[src/rtl/lstep_pkg.sv]
package lstep_pkg;

    localparam int LANES     = 3;
    localparam int LANE_DIST = 0;
    localparam int LANE_ADDR = 1;
    localparam int LANE_ERR  = 2;

    localparam int KIND_INIT = 0;
    localparam int KIND_DIAG = 1;
    localparam int KIND_MAJ  = 2;
    localparam int KINDS     = 3;

    localparam int SEL_W = 4;

    typedef enum logic [SEL_W-1:0] {
        SEL_DIST_INIT = 4'd0,
        SEL_DIST_DIAG = 4'd1,
        SEL_DIST_MAJ  = 4'd2,
        SEL_ADDR_INIT = 4'd3,
        SEL_ADDR_DIAG = 4'd4,
        SEL_ADDR_MAJ  = 4'd5,
        SEL_ERR_INIT  = 4'd6,
        SEL_ERR_DIAG  = 4'd7,
        SEL_ERR_MAJ   = 4'd8,
        SEL_STOP      = 4'd9,
        SEL_CTRL      = 4'd10
    } lstep_sel_e;

    localparam int CTRL_DRAW_FIRST_BIT = 4;

endpackage

[src/rtl/lstep_regs.sv]
module lstep_regs import lstep_pkg::*; #(
    parameter int W = 32
) (
    input  logic                        clk,
    input  logic                        rst_n,
    input  logic                        wr_en,
    input  logic [SEL_W-1:0]            wr_sel,
    input  logic [W-1:0]                wr_data,
    input  logic                        busy_i,
    output logic [LANES-1:0][W-1:0]     init_o,
    output logic [LANES-1:0][W-1:0]     diag_o,
    output logic [LANES-1:0][W-1:0]     maj_o,
    output logic [W-1:0]                stop_o,
    output logic                        draw_first_o
);

    typedef struct packed {
        logic [LANES-1:0][W-1:0] init;
        logic [LANES-1:0][W-1:0] diag;
        logic [LANES-1:0][W-1:0] maj;
        logic [W-1:0]            stop;
        logic                    draw_first;
    } regs_t;

    regs_t r_d, r_q;

    always_comb begin
        r_d = r_q;
        if (wr_en) begin
            for (int l = 0; l < LANES; l++) begin
                if (wr_sel == SEL_W'(KINDS*l + KIND_INIT))
                    r_d.init[l] = wr_data;
                // increments are frozen for the duration of a line
                if (!busy_i && wr_sel == SEL_W'(KINDS*l + KIND_DIAG))
                    r_d.diag[l] = wr_data;
                if (!busy_i && wr_sel == SEL_W'(KINDS*l + KIND_MAJ))
                    r_d.maj[l] = wr_data;
            end
            if (wr_sel == SEL_STOP)
                r_d.stop = wr_data;
            if (wr_sel == SEL_CTRL)
                r_d.draw_first = wr_data[CTRL_DRAW_FIRST_BIT];
        end
    end

    always_ff @(posedge clk or negedge rst_n) begin
        if (!rst_n) r_q <= '0;
        else        r_q <= r_d;
    end

    assign init_o       = r_q.init;
    assign diag_o       = r_q.diag;
    assign maj_o        = r_q.maj;
    assign stop_o       = r_q.stop;
    assign draw_first_o = r_q.draw_first;

    // increment registers do not move under a running line
    assert_inc_frozen_R10: assert property (@(posedge clk) disable iff (!rst_n)
        (busy_i && wr_en && (wr_sel inside {SEL_DIST_DIAG, SEL_DIST_MAJ, SEL_ADDR_DIAG,
                                            SEL_ADDR_MAJ, SEL_ERR_DIAG, SEL_ERR_MAJ}))
        |=> ($stable(diag_o) && $stable(maj_o)));

endmodule

[src/rtl/lstep_adder.sv]
module lstep_adder import lstep_pkg::*; #(
    parameter int W = 32
) (
    input  logic [LANES-1:0][W-1:0] base_i,
    input  logic [LANES-1:0][W-1:0] diag_i,
    input  logic [LANES-1:0][W-1:0] maj_i,
    output logic                    take_major_o,
    output logic [LANES-1:0][W-1:0] next_o
);

    // negative error selects the major-only increments
    assign take_major_o = base_i[LANE_ERR][W-1];

    for (genvar l = 0; l < LANES; l++) begin : g_lane
        assign next_o[l] = base_i[l] + (take_major_o ? maj_i[l] : diag_i[l]);
    end

endmodule

[src/rtl/lstep_seq.sv]
module lstep_seq import lstep_pkg::*; #(
    parameter int W = 32
) (
    input  logic                    clk,
    input  logic                    rst_n,
    input  logic                    go_i,
    input  logic                    ready_i,
    input  logic                    draw_first_i,
    input  logic [W-1:0]            stop_i,
    input  logic [LANES-1:0][W-1:0] init_i,
    input  logic [LANES-1:0][W-1:0] stepped_i,
    output logic                    busy_o,
    output logic [LANES-1:0][W-1:0] work_o
);

    typedef struct packed {
        logic                    busy;
        logic [W-1:0]            rem;
        logic [LANES-1:0][W-1:0] work;
    } seq_t;

    seq_t s_d, s_q;
    logic start_ok;

    assign start_ok = go_i && (draw_first_i || (stop_i != '0));

    always_comb begin
        s_d = s_q;
        if (!s_q.busy) begin
            if (start_ok) begin
                s_d.busy = 1'b1;
                if (draw_first_i) begin
                    s_d.work = init_i;
                    s_d.rem  = stop_i;
                end else begin
                    // stepped_i is computed from init_i while idle
                    s_d.work = stepped_i;
                    s_d.rem  = stop_i - 1'b1;
                end
            end
        end else if (ready_i) begin
            if (s_q.rem == '0) begin
                s_d.busy = 1'b0;
            end else begin
                s_d.work = stepped_i;
                s_d.rem  = s_q.rem - 1'b1;
            end
        end
    end

    always_ff @(posedge clk or negedge rst_n) begin
        if (!rst_n) s_q <= '0;
        else        s_q <= s_d;
    end

    assign busy_o = s_q.busy;
    assign work_o = s_q.work;

    assert_start_R2: assert property (@(posedge clk) disable iff (!rst_n)
        (!busy_o && start_ok) |=> busy_o);

    assert_hold_R7: assert property (@(posedge clk) disable iff (!rst_n)
        (busy_o && !ready_i) |=> (busy_o && $stable(work_o)));

    assert_drop_after_accept_R8: assert property (@(posedge clk) disable iff (!rst_n)
        $fell(busy_o) |-> $past(ready_i));

    assert_no_restart_R11: assert property (@(posedge clk) disable iff (!rst_n)
        (busy_o && go_i && ready_i && (s_q.rem == '0)) |=> !busy_o);

endmodule

[src/rtl/line_addr_stepper.sv]
module line_addr_stepper import lstep_pkg::*; #(
    parameter int W = 32
) (
    input  logic             clk,
    input  logic             rst_n,
    input  logic             wr_en,
    input  logic [SEL_W-1:0] wr_sel,
    input  logic [W-1:0]     wr_data,
    input  logic             go,
    input  logic             pix_ready,
    output logic             pix_valid,
    output logic [W-1:0]     pix_addr,
    output logic             busy,
    output logic [W-1:0]     cur_dist,
    output logic [W-1:0]     cur_err
);

    logic [LANES-1:0][W-1:0] init_v, diag_v, maj_v, work_v, base_v, stepped_v;
    logic [W-1:0]            stop_v;
    logic                    draw_first_v;
    logic                    busy_v;
    logic                    take_major_v;

    lstep_regs #(.W(W)) u_regs (
        .clk          (clk),
        .rst_n        (rst_n),
        .wr_en        (wr_en),
        .wr_sel       (wr_sel),
        .wr_data      (wr_data),
        .busy_i       (busy_v),
        .init_o       (init_v),
        .diag_o       (diag_v),
        .maj_o        (maj_v),
        .stop_o       (stop_v),
        .draw_first_o (draw_first_v)
    );

    // one adder set serves both the pre-step at start and the running steps
    assign base_v = busy_v ? work_v : init_v;

    lstep_adder #(.W(W)) u_adder (
        .base_i       (base_v),
        .diag_i       (diag_v),
        .maj_i        (maj_v),
        .take_major_o (take_major_v),
        .next_o       (stepped_v)
    );

    lstep_seq #(.W(W)) u_seq (
        .clk          (clk),
        .rst_n        (rst_n),
        .go_i         (go),
        .ready_i      (pix_ready),
        .draw_first_i (draw_first_v),
        .stop_i       (stop_v),
        .init_i       (init_v),
        .stepped_i    (stepped_v),
        .busy_o       (busy_v),
        .work_o       (work_v)
    );

    assign busy      = busy_v;
    assign pix_valid = busy_v;
    assign pix_addr  = work_v[LANE_ADDR];
    assign cur_dist  = work_v[LANE_DIST];
    assign cur_err   = work_v[LANE_ERR];

    // a negative error steps along the major axis
    assert_major_step_R5: assert property (@(posedge clk) disable iff (!rst_n)
        (pix_valid && pix_ready && take_major_v && !$isunknown(maj_v)) |=> 
        (!pix_valid || (pix_addr == $past(pix_addr) + $past(maj_v[LANE_ADDR]))));

endmodule

[config.mk]
export PLATFORM = sky130hd
export DESIGN_NAME = line_addr_stepper
export DESIGN_NICKNAME = d
export VERILOG_FILES = /design/src/rtl/lstep_pkg.sv /design/src/rtl/lstep_regs.sv /design/src/rtl/lstep_adder.sv /design/src/rtl/lstep_seq.sv /design/src/rtl/line_addr_stepper.sv
export SDC_FILE = /design/constraint.sdc
export NUM_CORES = 1
export LEC_CHECK = 0
export BUFFER_PORTS_ARGS = -buffer_cell sky130_fd_sc_hd__buf_2
export CELL_PAD_IN_SITES_DETAIL_PLACEMENT = 0
export CELL_PAD_IN_SITES_GLOBAL_PLACEMENT = 1
export CORE_MARGIN = 2
export CORE_UTILIZATION = 46
export CTS_BUF_LIST = sky130_fd_sc_hd__clkbuf_4 sky130_fd_sc_hd__clkbuf_8
export CTS_CLUSTER_DIAMETER = 30
export DETAILED_ROUTE_END_ITERATION = 8
export GPL_ROUTABILITY_DRIVEN = 0
export MAX_ROUTING_LAYER = met4
export PLACE_DENSITY = 0.79
export SYNTH_ARGS = -nofsm -noshare
export SYNTH_HDL_FRONTEND = slang
export SYNTH_SLANG_ARGS = --single-unit
[constraint.sdc]
create_clock -name clk -period 4.65 [get_ports clk]
set_input_delay 0.93 -clock clk [delete_from_list [all_inputs] [get_ports clk]]
set_output_delay 0.93 -clock clk [all_outputs]
set_load 0.05 [all_outputs]
==> results of run 1 <==
[path summary, 6_finish.rpt]
| kind | endpoint | from | cells after the start | slack, ps |
|---|---|---|---|---|
| hold reg to reg | u_regs.diag_o[45] | u_regs.diag_o[45] | 1 | 500 |
| setup reg to reg | u_seq.work_o[25] | u_seq.busy_o | 14 | 260 |
| max in group asynchronous | u_regs.maj_o[59] | rst_n | 2 | 3490 |
| setup / recovery | u_seq.work_o[25] | u_seq.busy_o | 14 | 260 |
| min in group clk | u_regs.diag_o[45] | u_regs.diag_o[45] | 1 | 500 |
| hold / removal | u_seq.work_o[40] | rst_n | 1 | 130 |
[cells in the mapped netlist, types with 44 or more instances]
library cell,number
sky130_fd_sc_hd__ha_1,95
sky130_fd_sc_hd__o21ai_0,97
sky130_fd_sc_hd__nand2_1,117
sky130_fd_sc_hd__dfrtp_1,450
sky130_fd_sc_hd__buf_4,103
sky130_fd_sc_hd__clkbuf_1,67
sky130_fd_sc_hd__nor2_1,203
sky130_fd_sc_hd__xnor2_1,67
sky130_fd_sc_hd__mux2_2,504
sky130_fd_sc_hd__buf_1,60
sky130_fd_sc_hd__a21o_1,44
sky130_fd_sc_hd__a21oi_1,133
[where the power goes]
group / leakage (µW) / internal, µW / switching (µW)
combinational: 0.00707 / 4120 / 6280
sequential: 0.00577 / 5170 / 1000
clock: 0.00131 / 3510 / 1990
[cell type report]
| type | instances | area, µm² | share of cell area |
|---|---|---|---|
| clock inverter | 56 | 768.2 | 0.02547 |
| timing repair buffer | 186 | 1211 | 0.04015 |
| multi-input combinational | 1732 | 13990 | 0.4636 |
| inverter | 42 | 157.7 | 0.005226 |
| tap | 765 | 957.2 | 0.03173 |
| clock buffer | 140 | 1814 | 0.06014 |
| antenna | 3 | 7.507 | 0.0002488 |
| sequential | 450 | 11260 | 0.3734 |
[timing repair]
item | in CTS | in global routing
setup endpoints to repair | 0 | 5
hold endpoints to repair | 0 | 0
resized for setup | 0 | 2
[registers in the layout, summed over array words and instances (netlist names)]
register / cells
u_regs.draw_first_o: 1
u_regs.maj_o: 96
u_seq.s_q: 32
u_regs.diag_o: 96
u_seq.busy_o: 1
u_seq.work_o: 96
u_regs.init_o: 96
u_regs.stop_o: 32
[layer usage]
layer	share of wire	vias up	global-route usage
li1	-	9036	-
met1	0.44	10080	0.3301
met2	0.48	576	0.4228
met3	0.050	142	0.04352
met4	0.027	0	0.08429
met5	0	-	-
[cells by family (layout without fill, tap and decap cells)]
logic type / after synthesis / after routing / share of synthesized area
other: 0 / 3 / 0
AND/OR/NAND/NOR: 503 / 503 / 0.08766
buffers and inverters: 288 / 424 / 0.05688
flip-flops: 450 / 450 / 0.4217
adder cells (fa/ha/maj): 98 / 98 / 0.04676
multiplexers: 515 / 515 / 0.2167
AO/OA/AOI/OAI: 507 / 507 / 0.1346
XOR/XNOR: 109 / 109 / 0.03575
[stage by stage]
stage / worst slack (ps) / utilization / instances / total power, µW
floorplan: 41.47 / - / 2470 / 14470
global placement: 169.7 / 0.4789 / 3175 / 16280
CTS: 68.50 / 0.5237 / 3371 / 22130
detailed placement: 152.1 / 0.4789 / 3175 / 16510
finish: 258.9 / 0.5239 / 3374 / 22080
global route: 46.02 / 0.5238 / 3372 / 23420
==> reports/qor.log, run 1 <==
qor: floorplanning.floorplan.rows 88
qor: power_and_ir_drop.pwr_density_cell 731.8 nW/µm²
qor: clock_network.cts_tree yes
qor: critical_path.timing.critical_path.slowest_stage_cell sky130_fd_sc_hd__o311ai_1
qor: synthesis.async_flop_share 1.000
qor: critical_path.end_kind flop
qor: clock_network.path_clk_slew 60 ps
qor: critical_path.start_kind flop
qor: placement.port_buffers 138
qor: job.max_cap_viol_count 0
qor: clock_network.clock_path_buffers 3
qor: sta.timing.slew.headroom 0.2451
qor: synthesis.yosysSeqAreaShare 0.4217
qor: synthesis.post_synth_inst_count 2470
qor: cells_and_area.most_common_library_cell_in_the_layout_ignoring_fill_and_taps sky130_fd_sc_hd__mux2_2
qor: global_route.gr_usage_total 0.2597
qor: clock_network.cts_hold_buffers 0
qor: floorplanning.initial_utilization 0.4637
qor: sta.final.setup_skew 26.86 ps
qor: sta.final.hold.worst_slack 130.8 ps
qor: synthesis.dominantRegCellSynth sky130_fd_sc_hd__dfrtp_1
qor: critical_path.worstPathMaxFanout 40
qor: critical_path.worst_path_cell_trace mux2i_4 -> buf_12 -> mux2_2 -> ha_1 -> a21oi_1 -> o31ai_1 -> o311ai_1 -> a211oi_1 -> buf_4 -> a21oi_1 -> o21ai_0 -> xnor2_1 -> a221oi_1 -> nor2_1
qor: route.routed-via-count 19830
qor: critical_path.worstPathBufferInverterCount 2
qor: cells_and_area.final_area 30170 µm²
qor: floorplanning.core 57590 µm²
qor: placement.final_hpwl_dp 50560 µm
qor: cells_and_area.final_net_count 2657
qor: sta.transition_time_at_the_pin_with_the_least_slew_margin 1132 ps
qor: synthesis.syn-cell-area 26700 µm²
qor: floorplanning.dieHeight 244.9 µm
qor: global_route.antenna_violations_before_repair 2
qor: floorplanning.dieWidth 244.9 µm
qor: route.drtAntennaViolNets 0
qor: critical_path.criticalPathCategory flop to flop
qor: synthesis.portion_of_synthesized_cell_area_occupied_by_the_leading_cell_type 0.4217
qor: route.detail_route.drc_violations 0
qor: synthesis.syn-mean-instance-area 10.81 µm²
qor: hold_path.hold_class input pin to async pin
qor: critical_path.cp.required 5220 ps
qor: synthesis.mappedNetlistNets 2609
qor: global_route.grt_pass1_vias 20520
qor: route.wl_per_cell 22.40 µm
qor: sta.finalCriticalPeriod 4391 ps
qor: clock_network.root_buffer sky130_fd_sc_hd__clkbuf_8
qor: clock_network.htreeDepth 3
qor: floorplanning.floorplan.die_area 60000 µm²
qor: clock_network.postCtsSetupRepairBufs 0
qor: critical_path.crit_top_cell sky130_fd_sc_hd__a21oi_1
qor: synthesis.synth.area.top_cells sky130_fd_sc_hd__dfrtp_1 (42%), sky130_fd_sc_hd__mux2_2 (21%), sky130_fd_sc_hd__ha_1 (4.5%)
qor: route.number_of_iterations_in_the_first_detailed_routing_pass 5
qor: critical_path.max_stage_delay 660 ps
qor: synthesis.synth_edf_count 0
qor: sta.hold_viol 0
qor: critical_path.cp.arrival 4960 ps
qor: cells_and_area.mostFrequentLayoutCells sky130_fd_sc_hd__mux2_2 (504), sky130_fd_sc_hd__dfrtp_1 (449), sky130_fd_sc_hd__nor2_1 (202)
qor: critical_path.critical-path-top-delay-family compound AO/OA/AOI/OAI gates
qor: clock_network.worst_skew_pair.late_latency 710 ps
qor: power_and_ir_drop.power_leakage 0.01414 µW
qor: power_and_ir_drop.power.ir.vdd_worst 0.3573 mV
qor: synthesis.ys_seq_elements 450
qor: global_route.wire_length_of_the_first_global_routing_pass 118000 µm
qor: sta.final.period_utilization 0.9443
qor: placement.postPlaceCellArea 27580 µm²
qor: cells_and_area.layout.filler_cells 5029
qor: route.vias_per_cell 5.878
qor: floorplanning.io_pins 139
qor: route.initialDrtViolationCount 1412
qor: synthesis.yosysWarningCount 0
qor: cells_and_area.fraction_of_final_layout_cells_with_drive_strength_greater_than_1 0.3645
qor: sta.rsz0062_at_grt no
qor: synthesis.synth_area_leader_cell sky130_fd_sc_hd__dfrtp_1
qor: sta.slew_viol_final 0
qor: global_route.grt_start_max_net_pins 96
qor: sta.final-setup-viol-count 0
qor: clock_network.number_of_sinks_driven_by_the_clock_tree 450
qor: route.routed_wl 75580 µm
qor: synthesis.synth.distinct_cells 74
qor: global_route.grt_overflow_total 0
qor: sta.setup_total_negative_slack 0 ps
qor: run_status.outcome finished clean
qor: cells_and_area.areaGrowthSynthToFinish 12.97%
qor: sta.fmax_achieved 227.7 MHz
qor: clock_network.cts-buffers-inserted 106
Power figures use the tool's default switching activity.
==> inputs of run 2 (changes only) <==
REMOVE_ABC_BUFFERS = 1   (was unset)
==> reports/qor.log, run 2 (same netlist as run 1, synthesis figures left out) <==
qor: cells_and_area.fraction_of_final_layout_cells_with_drive_strength_greater_than_1 0.3623
qor: power_and_ir_drop.combPwrFrac 0.473
qor: critical_path.startpoint u_seq.busy_o
qor: job.max_cap_viol_count 0
qor: clock_network.path_clk_slew 60 ps
qor: cells_and_area.most_common_library_cell_in_the_layout_ignoring_fill_and_taps sky130_fd_sc_hd__mux2_2
qor: sta.final.setup_skew 31.44 ps
qor: sta.timing.slew.headroom 0.1807
qor: placement.place_ws 226.7 ps
qor: floorplanning.dieHeight 244.9 µm
qor: clock_network.cts-buffers-inserted 102
qor: sta.transition_time_at_the_pin_with_the_least_slew_margin 1226 ps
qor: critical_path.timing.critical_path.slowest_stage_cell sky130_fd_sc_hd__dfrtp_4
qor: route.vias_per_cell 5.809
qor: power_and_ir_drop.power 21730 µW
qor: critical_path.end_kind flop
qor: sta.fmax_achieved 224.8 MHz
qor: power_and_ir_drop.p_int 12580 µW
qor: floorplanning.core 57590 µm²
qor: cells_and_area.final_net_count 2652
qor: global_route.wire_length_of_the_first_global_routing_pass 113400 µm
qor: floorplanning.dieWidth 244.9 µm
qor: global_route.grt_overflow_total 0
qor: critical_path.cp.required 5240 ps
qor: placement.place.detailed.instances 3174
qor: power_and_ir_drop.proportion_of_power_drawn_by_flip_flops_and_latches 0.285
qor: hold_path.hold_class input pin to async pin
qor: clock_network.number_of_sinks_driven_by_the_clock_tree 450
qor: floorplanning.floorplan.rows 88
qor: critical_path.worstPathMaxFanout 47
qor: clock_network.post_cts.resized_instances 0
qor: global_route.antenna_violations_before_repair 1
qor: clock_network.clock_path_buffers 3
qor: global_route.gr_usage_total 0.2494
qor: route.wl_per_cell 21.51 µm
qor: power_and_ir_drop.power.switching 9151 µW
qor: route.routed-via-count 19540
qor: critical_path.timing.reg2reg.worst_path_depth 14
qor: critical_path.worst_path_cell_trace mux2i_4 -> buf_4 -> buf_12 -> mux2_2 -> ha_1 -> a21o_1 -> a21o_1 -> o2111a_1 -> o21ai_0 -> a21oi_1 -> o31ai_1 -> o21ai_0 -> xnor2_1 -> a21oi_1
qor: global_route.grt_pass1_vias 20160
qor: clock_network.worst_skew_pair.late_latency 720 ps
qor: sta.rsz0062_at_grt no
qor: global_route.grt_start_max_net_pins 101
qor: sta.finalCriticalPeriod 4448 ps
qor: floorplanning.io_pins 139
qor: power_and_ir_drop.power.clock.fraction 0.242
qor: floorplanning.initial_utilization 0.4637
qor: cells_and_area.finalCoreUtilization 0.5210
qor: sta.setup_total_negative_slack 0 ps
qor: clock_network.cts_tree yes
qor: clock_network.postCtsSetupRepairBufs 0
qor: route.detail_route.drc_violations 0
qor: sta.slew_viol_final 0
qor: route.routed_wl 72370 µm
qor: run_status.outcome finished clean
qor: critical_path.critical_path.reg2reg.startpoint u_seq.busy_o
qor: cells_and_area.mostFrequentLayoutCells sky130_fd_sc_hd__mux2_2 (504), sky130_fd_sc_hd__dfrtp_1 (449), sky130_fd_sc_hd__nor2_1 (202)
qor: critical_path.criticalPathCategory flop to flop
qor: route.number_of_iterations_in_the_first_detailed_routing_pass 5
qor: power_and_ir_drop.power_leakage 0.01407 µW
qor: sta.final.period_utilization 0.9565
qor: critical_path.start_kind flop
qor: route.initialDrtViolationCount 1147
qor: placement.final_hpwl_dp 48510 µm
qor: sta.hold_viol 0
qor: clock_network.root_buffer sky130_fd_sc_hd__clkbuf_8
qor: clock_network.cts_hold_buffers 0
qor: power_and_ir_drop.pwr_density_cell 724.5 nW/µm²
qor: power_and_ir_drop.p_sw_frac 0.4210
qor: route.drtAntennaViolNets 0
qor: sta.final-setup-viol-count 0
qor: sta.finalWorstSetupSlack 202.2 ps
qor: cells_and_area.areaGrowthSynthToFinish 12.34%
qor: clock_network.htreeDepth 3
qor: critical_path.max_stage_delay 500 ps
qor: cells_and_area.instances_no_fill 3364
qor: critical_path.cp.arrival 5040 ps
qor: critical_path.setup.reg_to_reg.worst_slack 200 ps
qor: floorplanning.floorplan.die_area 60000 µm²
qor: placement.port_buffers 138
qor: power_and_ir_drop.power.ir.vdd_worst 0.3476 mV
## run 2: cell count changes in the layout (fill, tap and decap cells not counted), moves of 2 or more
cell | previous run | this run
sky130_fd_sc_hd__clkbuf_4 | 18 | 8
sky130_fd_sc_hd__buf_4 | 36 | 38
sky130_fd_sc_hd__clkbuf_8 | 122 | 124
sky130_fd_sc_hd__clkinv_2 | 19 | 22
sky130_fd_sc_hd__bufinv_16 | 17 | 14
sky130_fd_sc_hd__inv_6 | 0 | 2
sky130_fd_sc_hd__clkinvlp_4 | 14 | 11
sky130_fd_sc_hd__buf_12 | 12 | 9
## run 2: per-stage QoR
| step | hold slack, ps | instance area [µm²] |
|---|---|---|
| detailed placement | 484.8 | 27530 |
| floorplan | 459.8 | 25340 |
| CTS | 287.4 | 29990 |
| finish | 292.5 | 30000 |
| global placement | 479.5 | 27530 |
| global route | 322.3 | 30000 |
## run 2: worst max-delay path: cells and delay by family, from the launching register on
family | cells | cell delay, ps
mux | 2 | 610
compound gates | 8 | 1930
fa+ha+maj | 1 | 360
flops | 1 | 500
buf+inv | 2 | 590
xor+xnor | 1 | 280
## run 2: power groups by stage
stage / logic, µW / registers, µW / clock network (µW)
final: 10300 / 6200 / 5260
after global routing: 11200 / 6350 / 5570
after floorplan: 6530 / 7350 / 0
after detailed placement: 10200 / 6250 / 0
after CTS: 10300 / 6190 / 5360
after global placement: 10000 / 6170 / 0
## run 2: routing by layer
metal,routed length (µm),GRT usage,vias to the layer above
met3,3488,0.03816,154
li1,-,-,8998
met2,35160,0.4069,559
met4,2118,0.08393,0
met5,0,-,-
met1,31610,0.3174,9832
## run 2: worst paths after layout
check / to
max: u_seq.work_o[95]
min reg2reg: u_regs.maj_o[59]
max reg2reg: u_seq.work_o[95]
max in group asynchronous: u_regs.diag_o[27]
min in group clk: u_regs.maj_o[59]
min: u_regs.init_o[35]
## run 2: layout make-up
cell class | instances | area [µm²]
Antenna cell | 2 | 5.005
Clock buffer | 132 | 1767
Clock inverter | 56 | 696.9
Fill cell | 5067 | 27590
Inverter | 42 | 157.7
Multi-Input combinational cell | 1732 | 13990
Sequential cell | 450 | 11260
Tap cell | 765 | 957.2
Timing Repair Buffer | 185 | 1166
